==> src/rtl/dmx_pkg.sv <==
package dmx_pkg;
  localparam int ROUTE_W = 4;

  typedef enum logic [1:0] {
    SRC_ZERO  = 2'd0,
    SRC_LEFT  = 2'd1,
    SRC_RIGHT = 2'd2,
    SRC_MEAN  = 2'd3
  } src_e;

  // Left lane: low two code bits map directly onto a source.
  function automatic src_e left_src(input logic [ROUTE_W-1:0] code);
    return src_e'(code[1:0]);
  endfunction

  // Right lane: bit 3 selects the right input, else bit 2 selects left.
  function automatic src_e right_src(input logic [ROUTE_W-1:0] code);
    if (code[3])      return SRC_RIGHT;
    else if (code[2]) return SRC_LEFT;
    else              return SRC_ZERO;
  endfunction
endpackage

==> src/rtl/dmx_route.sv <==
module dmx_route
  import dmx_pkg::*;
#(
  parameter int W = 24
) (
  input  logic                  clk,
  input  logic                  rst,
  input  logic                  smp_vld,
  input  logic signed [W-1:0]   smp_l,
  input  logic signed [W-1:0]   smp_r,
  input  logic [ROUTE_W-1:0]    code,
  output logic                  st_vld,
  output logic signed [W-1:0]   st_l,
  output logic signed [W-1:0]   st_r
);
  localparam int SW    = W + 1;
  localparam int LANES = 2;

  logic signed [SW-1:0] sum;
  logic signed [W-1:0]  mean;
  src_e                 sel  [LANES];
  logic signed [W-1:0]  pick [LANES];
  logic signed [W-1:0]  q    [LANES];

  // One guard bit keeps the sum exact; dropping the LSB is floor division.
  assign sum    = $signed({smp_l[W-1], smp_l}) + $signed({smp_r[W-1], smp_r});
  assign mean   = sum[SW-1:1];
  assign sel[0] = left_src(code);
  assign sel[1] = right_src(code);

  for (genvar g = 0; g < LANES; g++) begin : g_lane
    always_comb begin
      unique case (sel[g])
        SRC_LEFT:  pick[g] = smp_l;
        SRC_RIGHT: pick[g] = smp_r;
        SRC_MEAN:  pick[g] = mean;
        default:   pick[g] = '0;
      endcase
    end

    always_ff @(posedge clk) begin
      if (rst)          q[g] <= '0;
      else if (smp_vld) q[g] <= pick[g];
    end
  end

  always_ff @(posedge clk) begin
    if (rst) st_vld <= 1'b0;
    else     st_vld <= smp_vld;
  end

  assign st_l = q[0];
  assign st_r = q[1];
endmodule

==> src/rtl/dmx_zero_det.sv <==
module dmx_zero_det #(
  parameter int RUN = 1024
) (
  input  logic clk,
  input  logic rst,
  input  logic smp_vld,
  input  logic pair_zero,
  input  logic enable,
  output logic flag
);
  localparam int CW = $clog2(RUN + 1);

  logic [CW-1:0] cnt, cnt_nx;

  // Saturating run length of all-zero pairs; gaps leave it unchanged.
  always_comb begin
    cnt_nx = cnt;
    if (smp_vld) begin
      if (!pair_zero)             cnt_nx = '0;
      else if (cnt != CW'(RUN))   cnt_nx = cnt + 1'b1;
    end
  end

  always_ff @(posedge clk) begin
    if (rst) begin
      cnt  <= '0;
      flag <= 1'b0;
    end else begin
      cnt  <= cnt_nx;
      flag <= enable && (cnt_nx == CW'(RUN));
    end
  end
endmodule

==> src/rtl/dmx_soft_mute.sv <==
module dmx_soft_mute #(
  parameter int W     = 24,
  parameter int SHIFT = 6
) (
  input  logic                clk,
  input  logic                rst,
  input  logic                upd,
  input  logic                mute,
  input  logic signed [W-1:0] din,
  output logic signed [W-1:0] dout
);
  logic signed [W-1:0] y, step;

  // Geometric step; forced to one LSB for small positives so the lane lands on zero.
  always_comb begin
    step = y >>> SHIFT;
    if (step == '0 && y > 0) step = {{(W-1){1'b0}}, 1'b1};
  end

  always_ff @(posedge clk) begin
    if (rst)      y <= '0;
    else if (upd) y <= mute ? (y - step) : din;
  end

  assign dout = y;
endmodule

==> src/rtl/dac_mix_smute.sv <==
module dac_mix_smute
  import dmx_pkg::*;
#(
  parameter int W           = 24,
  parameter int ZERO_RUN    = 1024,
  parameter int DECAY_SHIFT = 6
) (
  input  logic                clk,
  input  logic                rst,
  input  logic                in_valid,
  input  logic signed [W-1:0] in_left,
  input  logic signed [W-1:0] in_right,
  input  logic [3:0]          route_code,
  input  logic                ch_mute,
  input  logic                mute_all,
  input  logic                autozero_en,
  output logic                out_valid,
  output logic signed [W-1:0] out_left,
  output logic signed [W-1:0] out_right,
  output logic                zero_flag
);
  localparam int LANES = 2;

  logic                st_vld;
  logic signed [W-1:0] st_l, st_r;
  logic                zf;
  logic                mute_req;
  logic signed [W-1:0] lane_in  [LANES];
  logic signed [W-1:0] lane_out [LANES];

  dmx_route #(.W(W)) u_route (
    .clk    (clk),
    .rst    (rst),
    .smp_vld(in_valid),
    .smp_l  (in_left),
    .smp_r  (in_right),
    .code   (route_code),
    .st_vld (st_vld),
    .st_l   (st_l),
    .st_r   (st_r)
  );

  dmx_zero_det #(.RUN(ZERO_RUN)) u_zdet (
    .clk      (clk),
    .rst      (rst),
    .smp_vld  (in_valid),
    .pair_zero((in_left == '0) && (in_right == '0)),
    .enable   (autozero_en),
    .flag     (zf)
  );

  assign mute_req   = ch_mute | mute_all | zf;
  assign lane_in[0] = st_l;
  assign lane_in[1] = st_r;

  for (genvar g = 0; g < LANES; g++) begin : g_mute
    dmx_soft_mute #(.W(W), .SHIFT(DECAY_SHIFT)) u_sm (
      .clk (clk),
      .rst (rst),
      .upd (st_vld),
      .mute(mute_req),
      .din (lane_in[g]),
      .dout(lane_out[g])
    );
  end

  always_ff @(posedge clk) begin
    if (rst) out_valid <= 1'b0;
    else     out_valid <= st_vld;
  end

  assign out_left  = lane_out[0];
  assign out_right = lane_out[1];
  assign zero_flag = zf;
endmodule

==> config.mk <==
export PLATFORM = sky130hd
export DESIGN_NAME = dac_mix_smute
export DESIGN_NICKNAME = d
export VERILOG_FILES = /design/src/rtl/dmx_pkg.sv /design/src/rtl/dmx_route.sv /design/src/rtl/dmx_zero_det.sv /design/src/rtl/dmx_soft_mute.sv /design/src/rtl/dac_mix_smute.sv
export SDC_FILE = /design/constraint.sdc
export NUM_CORES = 1
export LEC_CHECK = 0
export ABC_CLOCK_PERIOD_IN_PS = 3800
export BUFFER_PORTS_ARGS = -buffer_cell sky130_fd_sc_hd__buf_2
export CAP_MARGIN = 20
export CORE_MARGIN = 2
export CORE_UTILIZATION = 50
export DETAILED_ROUTE_END_ITERATION = 12
export GPL_TIMING_DRIVEN = 1
export PLACE_DENSITY = 0.74
export SETUP_SLACK_MARGIN = 0.2
export SKIP_CTS_REPAIR_TIMING = 1
export SLEW_MARGIN = 20
export SYNTH_ARGS = -nofsm -noshare
export SYNTH_HDL_FRONTEND = slang
export SYNTH_SLANG_ARGS = --single-unit
export TNS_END_PERCENT = 50
==> constraint.sdc <==
create_clock -name clk -period 3.8 [get_ports clk]
set_input_delay 0.76 -clock clk [delete_from_list [all_inputs] [get_ports clk]]
set_output_delay 0.76 -clock clk [all_outputs]
set_load 0.02 [all_outputs]
### Yosys cells after proc, flatten, opt, wreduce, memory -nomap -nowiden

Memories as Yosys holds them, arrays and structs flattened.
Index checks and enable logic that the tools add are counted.

* add/sub/neg operators: 4
* $mul: 0
* divide/modulo/power cells: 0
* $lt $le $gt $ge: 2
* equal/unequal tests: 8
* shift operators: 0
* muxes and demuxes: 18
* bitwise operators: 4
* reductions and logical operators: 8

Operator list (number)
* two-way mux 24 bit: 6
* one-hot mux 24 bit (3 select lines): 2
* logical NOT 24 bit: 4
* greater-than comparator 24 x 1 -> 1 bit, second input constant: 2
* subtractor 24 bit: 2
* two-way mux 11 bit: 3
* adder 24 x 24 -> 25 bit: 1
* adder 11 x 1 -> 11 bit, second input constant: 1
* == test 11 bit, second input constant: 1
* inequality test 11 bit, second input constant: 1
* == test 2 bit, second input constant: 4
* two-way mux 1 bit: 6
* == test 2 x 1 -> 1 bit, second input constant: 2
* logical AND 1 bit: 4
* bitwise OR 1 bit: 4
* two-way mux 2 bit: 1

* bits in registers: 62
* latch bits: 0
* memory bits (writable): 48
* bits in read-only memories: 0
* input port bits: 58
* output and inout bits: 50
* word-level logic and storage cells: 51
* memories: 1

Memory list
* u_route.q: depth 2, bits a word 24, rd ports 2, clocked after memory_dff 0, write ports 2, RTL line dmx_route.sv:23 `logic signed [W-1:0] q [LANES];`

### Depth between registers and ports, before layout

* word-level depth: 6
* gate-level depth with buffers: 18
* gate-level depth less buffers: 18

### Modules after synthesis

Synthesis repeated with hierarchy kept, for this count alone.

* cell total of the unflattened synthesis: 1123
* area, all modules: 9485.3 um2

Modules (own cells, without submodules)
* dmx_route: times used 1, cells each 375, area each 3582.2 um2, seq. area each 1461.4 um2
* dmx_soft_mute at g_mute[0].u_sm: times used 1, cells each 333, area each 2508.7 um2, seq. area each 480.5 um2
* dmx_soft_mute at g_mute[1].u_sm: times used 1, cells each 295, area each 2401.1 um2, seq. area each 480.5 um2
* dmx_zero_det: times used 1, cells each 101, area each 850.8 um2, seq. area each 240.2 um2
* dac_mix_smute: times used 1, cells each 19, area each 142.6 um2, seq. area each 20.0 um2

### Worst setup path before layout

No wires, ideal clock.

* path type: register to register
* from: register g_mute[0].u_sm.y[23]
* to: register g_mute[0].u_sm.y[22]
* library setup time: 0.122 ns
* arrival: 3.611 ns
* required time: 3.678 ns
* path slack: 0.067 ns
* stages on the path, launching flop included: 19
* path buffers: 0
* clock period less this slack: 3.733 ns
* cells stage by stage: dfxtp_1 > inv_1 > ha_1 > or4b_2 > nor4_1 > nor4_1 > a41o_1 > ha_1 > inv_1 > fa_1 > a21o_1 > a21o_1 > a21boi_1 > nor3_1 > o211ai_1 > a21oi_1 > o41ai_2 > nor3_1 > a221o_1

* longest elaborated chain between the ends: 5
* elaborated cells between the ends (all ways): 6
* classes of those cells: add/sub (1); order compare (1); mux (2); reduce/logical (2)

Ends and longest elaborated chain
* start, declared: RTL line dmx_soft_mute.sv:12 `logic signed [W-1:0] y, step;`
* start signal, assigned: RTL line dmx_soft_mute.sv:22 `else if (upd) y <= mute ? (y - step) : din;`
* greater-than comparator 24 x 1 -> 1 bit or logical NOT 24 bit (tied branches): RTL line dmx_soft_mute.sv:17 `if (step == '0 && y > 0) step = {{(W-1){1'b0}}, 1'b1};`
* logical AND 1 bit: RTL line dmx_soft_mute.sv:17
* two-way mux 24 bit (*): RTL line dmx_soft_mute.sv:17
* subtractor 24 bit (*): RTL line dmx_soft_mute.sv:22
* two-way mux 24 bit (*): RTL line dmx_soft_mute.sv:22

Every way passes the cells marked *; elsewhere a longest branch is shown, timed or not.
A chain may end at the register's enable or synchronous reset.

### Final worst setup path

Ends and elaborated chain as after synthesis.

==> impl_metrics.csv <==
group,metric,value,unit
sta,skew,0.00864,ns
placed_design,gp_congestion,0.987,
layout,most-common-layout-cells,"nor2_1 (135), nand2_1 (109), buf_2 (107)",
detailed_routing,firstDrtPassIters,5,
sta,drv_slew,0,
floorplan,dieWidth,139,um
synth,syn_area_per_cell,8.10,sq um
synth,netlist_top_cells_area,"edfxtp_1 (16%), dfxtp_1 (14%), ha_1 (10%)",
worst_setup_path,worst-setup-path-type,"register to register",
worst_setup_path,startpoint,"g_mute[0].u_sm.dout[23]",
synth,synth_edf_count,48,
global_routing,grt_pass1_wl,42400,um
floorplan,coreArea,17800,sq um
clock_network,h-tree-depth,3,
global_routing,overflow,0,
sta,layout_min_cycle_time,3.68,ns
global_routing,grt_use_total,0.270,
sta,slew_headroom,0.311,
detailed_routing,routed_wl,26700,um
global_routing,grt_max_degree,68,
worst_setup_path,required,4.06,ns
sta,fmax,272,MHz
sta,tightest_slew,1.03,ns
placed_design,dp_hpwl,19900,um
layout,drive_gt1_frac,0.191,
run,cap_violations,0,
floorplan,start_util,0.507,
detailed_routing,ant_nets,0,
synth,synth_async_sr_flop_share,0,
clock_network,cts_tree,"yes",
synth,yosysTopAreaCell,"edfxtp_1",
worst_setup_path,arrival,3.93,ns
min_path,min_from,"u_zdet.cnt[10]",
detailed_routing,drtIter0Drc,1020,
worst_setup_path,setup.worst_path.end_class,"register",
detailed_routing,wl_per_cell,18.4,um
power,ir_drop,248,uV
clock_network,cts-root-buf,"clkbuf_16",
worst_setup_path,timing.rr.start,"g_mute[0].u_sm.dout[23]",
detailed_routing,vias,9008,
clock_network,clock_latency,0.36,ns
synth,synth_top_area_frac,0.159,
layout,n_antenna_cell,0,
synth,yosysUniqueCellTypes,87,
synth,synth-seq-cells,110,
placed_design,io_buffers,107,
sta,hold_viol_final,0,
layout,final_common_cell,"nor2_1",
global_routing,antenna_found_initial,0,
sta,setup_viol,0,
layout,regArea,2690,sq um
floorplan,die_h,139,um
min_path,hold_class,"register to register",
clock_network,clk_pin_slew,0.08,ns
layout,fillCellCount,1562,
synth,synth.yosys.warnings,0,
floorplan,io-pin-count,108,
layout,multi_input_area,6100,sq um
run_status,status,"finished, final reports clean",
detailed_routing,drc,0,
synth,syn_area,9050,sq um
sta,setup_tns,0,ns
layout,post-route-util,0.583,
clock_network,numCtsBuffers,9,
clock_network,clockBufferDepth,2,
sta,fin_crit_sh,0.968,
global_routing,grt_pass1_vias,8055,
worst_setup_path,startpoint_type,"register",
synth,ys_seq_area_frac,0.296,
detailed_routing,viasPerCell,6.21,
layout,area_growth,15.0,%
floorplan,fp-row-count,49,
clock_network,cts_sinks,110,
sta,rsz0062_at_grt,"true",
floorplan,die-area,19200,sq um
worst_setup_path,reg2reg_setup_slack,0.12,ns
worst_setup_path,critPathMaxFanout,3,
power,powerDensity,420,nW/um^2
power,p_leak,0.00450,uW
synth,synthCells,1117,
layout,layout.nets,1352,
synth,syn_nets,1253,
synth,ys.flop_type,"dfxtp_1",
worst paths after layout:
kind | end | depth (start not counted)
setup / recovery | g_mute[0].u_sm.dout[22] | 19
hold / removal | u_zdet.cnt[10] | 2
setup reg to reg | g_mute[0].u_sm.dout[22] | 19
hold reg to reg | u_zdet.cnt[10] | 2
cells in the mapped netlist, types with 3 or more instances:
| cell | instances |
|---|---|
| nor2_1 | 135 |
| nand2_1 | 111 |
| a21oi_1 | 104 |
| ha_1 | 75 |
| dfxtp_1 | 62 |
| inv_1 | 61 |
| edfxtp_1 | 48 |
| clkbuf_1 | 42 |
| a21o_1 | 38 |
| o21ai_0 | 37 |
| xnor2_1 | 34 |
| xor2_1 | 26 |
| nand3_1 | 25 |
| nor4_1 | 22 |
| nor3_1 | 21 |
| a22oi_1 | 20 |
| a311oi_1 | 19 |
| a211oi_1 | 18 |
| nand4_1 | 16 |
| nor2b_1 | 12 |
| and3_1 | 11 |
| o211ai_1 | 10 |
| or3_1 | 10 |
| o21a_1 | 9 |
| o22ai_1 | 9 |
| mux2_2 | 8 |
| nand2b_1 | 8 |
| a221oi_1 | 7 |
| a31oi_1 | 7 |
| buf_1 | 7 |
| mux2i_1 | 7 |
| o21bai_1 | 7 |
| and2_1 | 5 |
| o21ai_1 | 5 |
| o31ai_1 | 5 |
| clkbuf_8 | 4 |
| o2111ai_1 | 4 |
| a21oi_2 | 3 |
| and4_1 | 3 |
| fa_1 | 3 |
| nand3b_1 | 3 |
metrics by stage:
stage	hold slack [ns]	instances	instance area, sq um	worst slack, ns	total power [uW]
final	0.507	1450	10400	0.121	4370
after detailed placement	0.495	1424	9830	-0.0271	3220
after global placement	0.483	1424	9830	0.127	3210
after floorplan	0.445	1117	9050	0.222	2770
after CTS	0.508	1440	10100	-0.0366	4190
after global routing	0.539	1450	10400	-0.0209	4620
flip-flops by register name (all words and copies together), names as in the netlist:
name,cells
u_route.q,48
u_route.st_vld,1
u_zdet.cnt,11
out_valid,1
u_zdet.flag,1
g_mute.u_sm.dout,48
final cells by class:
type,count,share of cell area
tap,229,0.0275
sequential,110,0.258
inverter,62,0.0224
timing repair buffer,143,0.0774
clock inverter,7,0.00697
multi-input combinational,890,0.586
clock buffer,9,0.0216
worst max-delay path, cell delays in order (launching register included):
cell	delay (ns)
dfxtp_2	0.35
inv_2	0.05
ha_4	0.14
or4b_4	0.21
nor4_4	0.04
nor4_2	0.22
a41o_1	0.20
ha_2	0.19
inv_2	0.04
fa_2	0.35
a21o_1	0.16
a21o_1	0.18
a21boi_2	0.19
nor3_2	0.07
o211ai_1	0.27
a21oi_2	0.13
buf_4	0.16
o41ai_4	0.27
nor3_2	0.07
a221o_1	0.26
metal layers:
layer / wire length (um) / track usage / up-vias
met5: 0 / 0 / -
met4: 650 / 0.0902 / 0
met3: 2340 / 0.0376 / 50
met2: 11300 / 0.392 / 429
met1: 12500 / 0.411 / 4219
li1: - / - / 4310
power breakdown:
group | internal (uW) | total (uW) | switching [uW]
logic | 854 | 1990 | 1130
clock network | 468 | 967 | 499
registers | 1330 | 1420 | 82.0
kinds of logic after synthesis:
logic type / after synthesis / synth area share
AOI/OAI and AO/OA: 338 / 0.257
DFF: 110 / 0.296
buffers and inverters: 117 / 0.0532
muxes: 16 / 0.0189
adders and majority gates: 78 / 0.110
xor gates and xnor gates: 60 / 0.0581
and+or+nand+nor: 398 / 0.206
No activity file was read; power rests on OpenSTA's default activity.
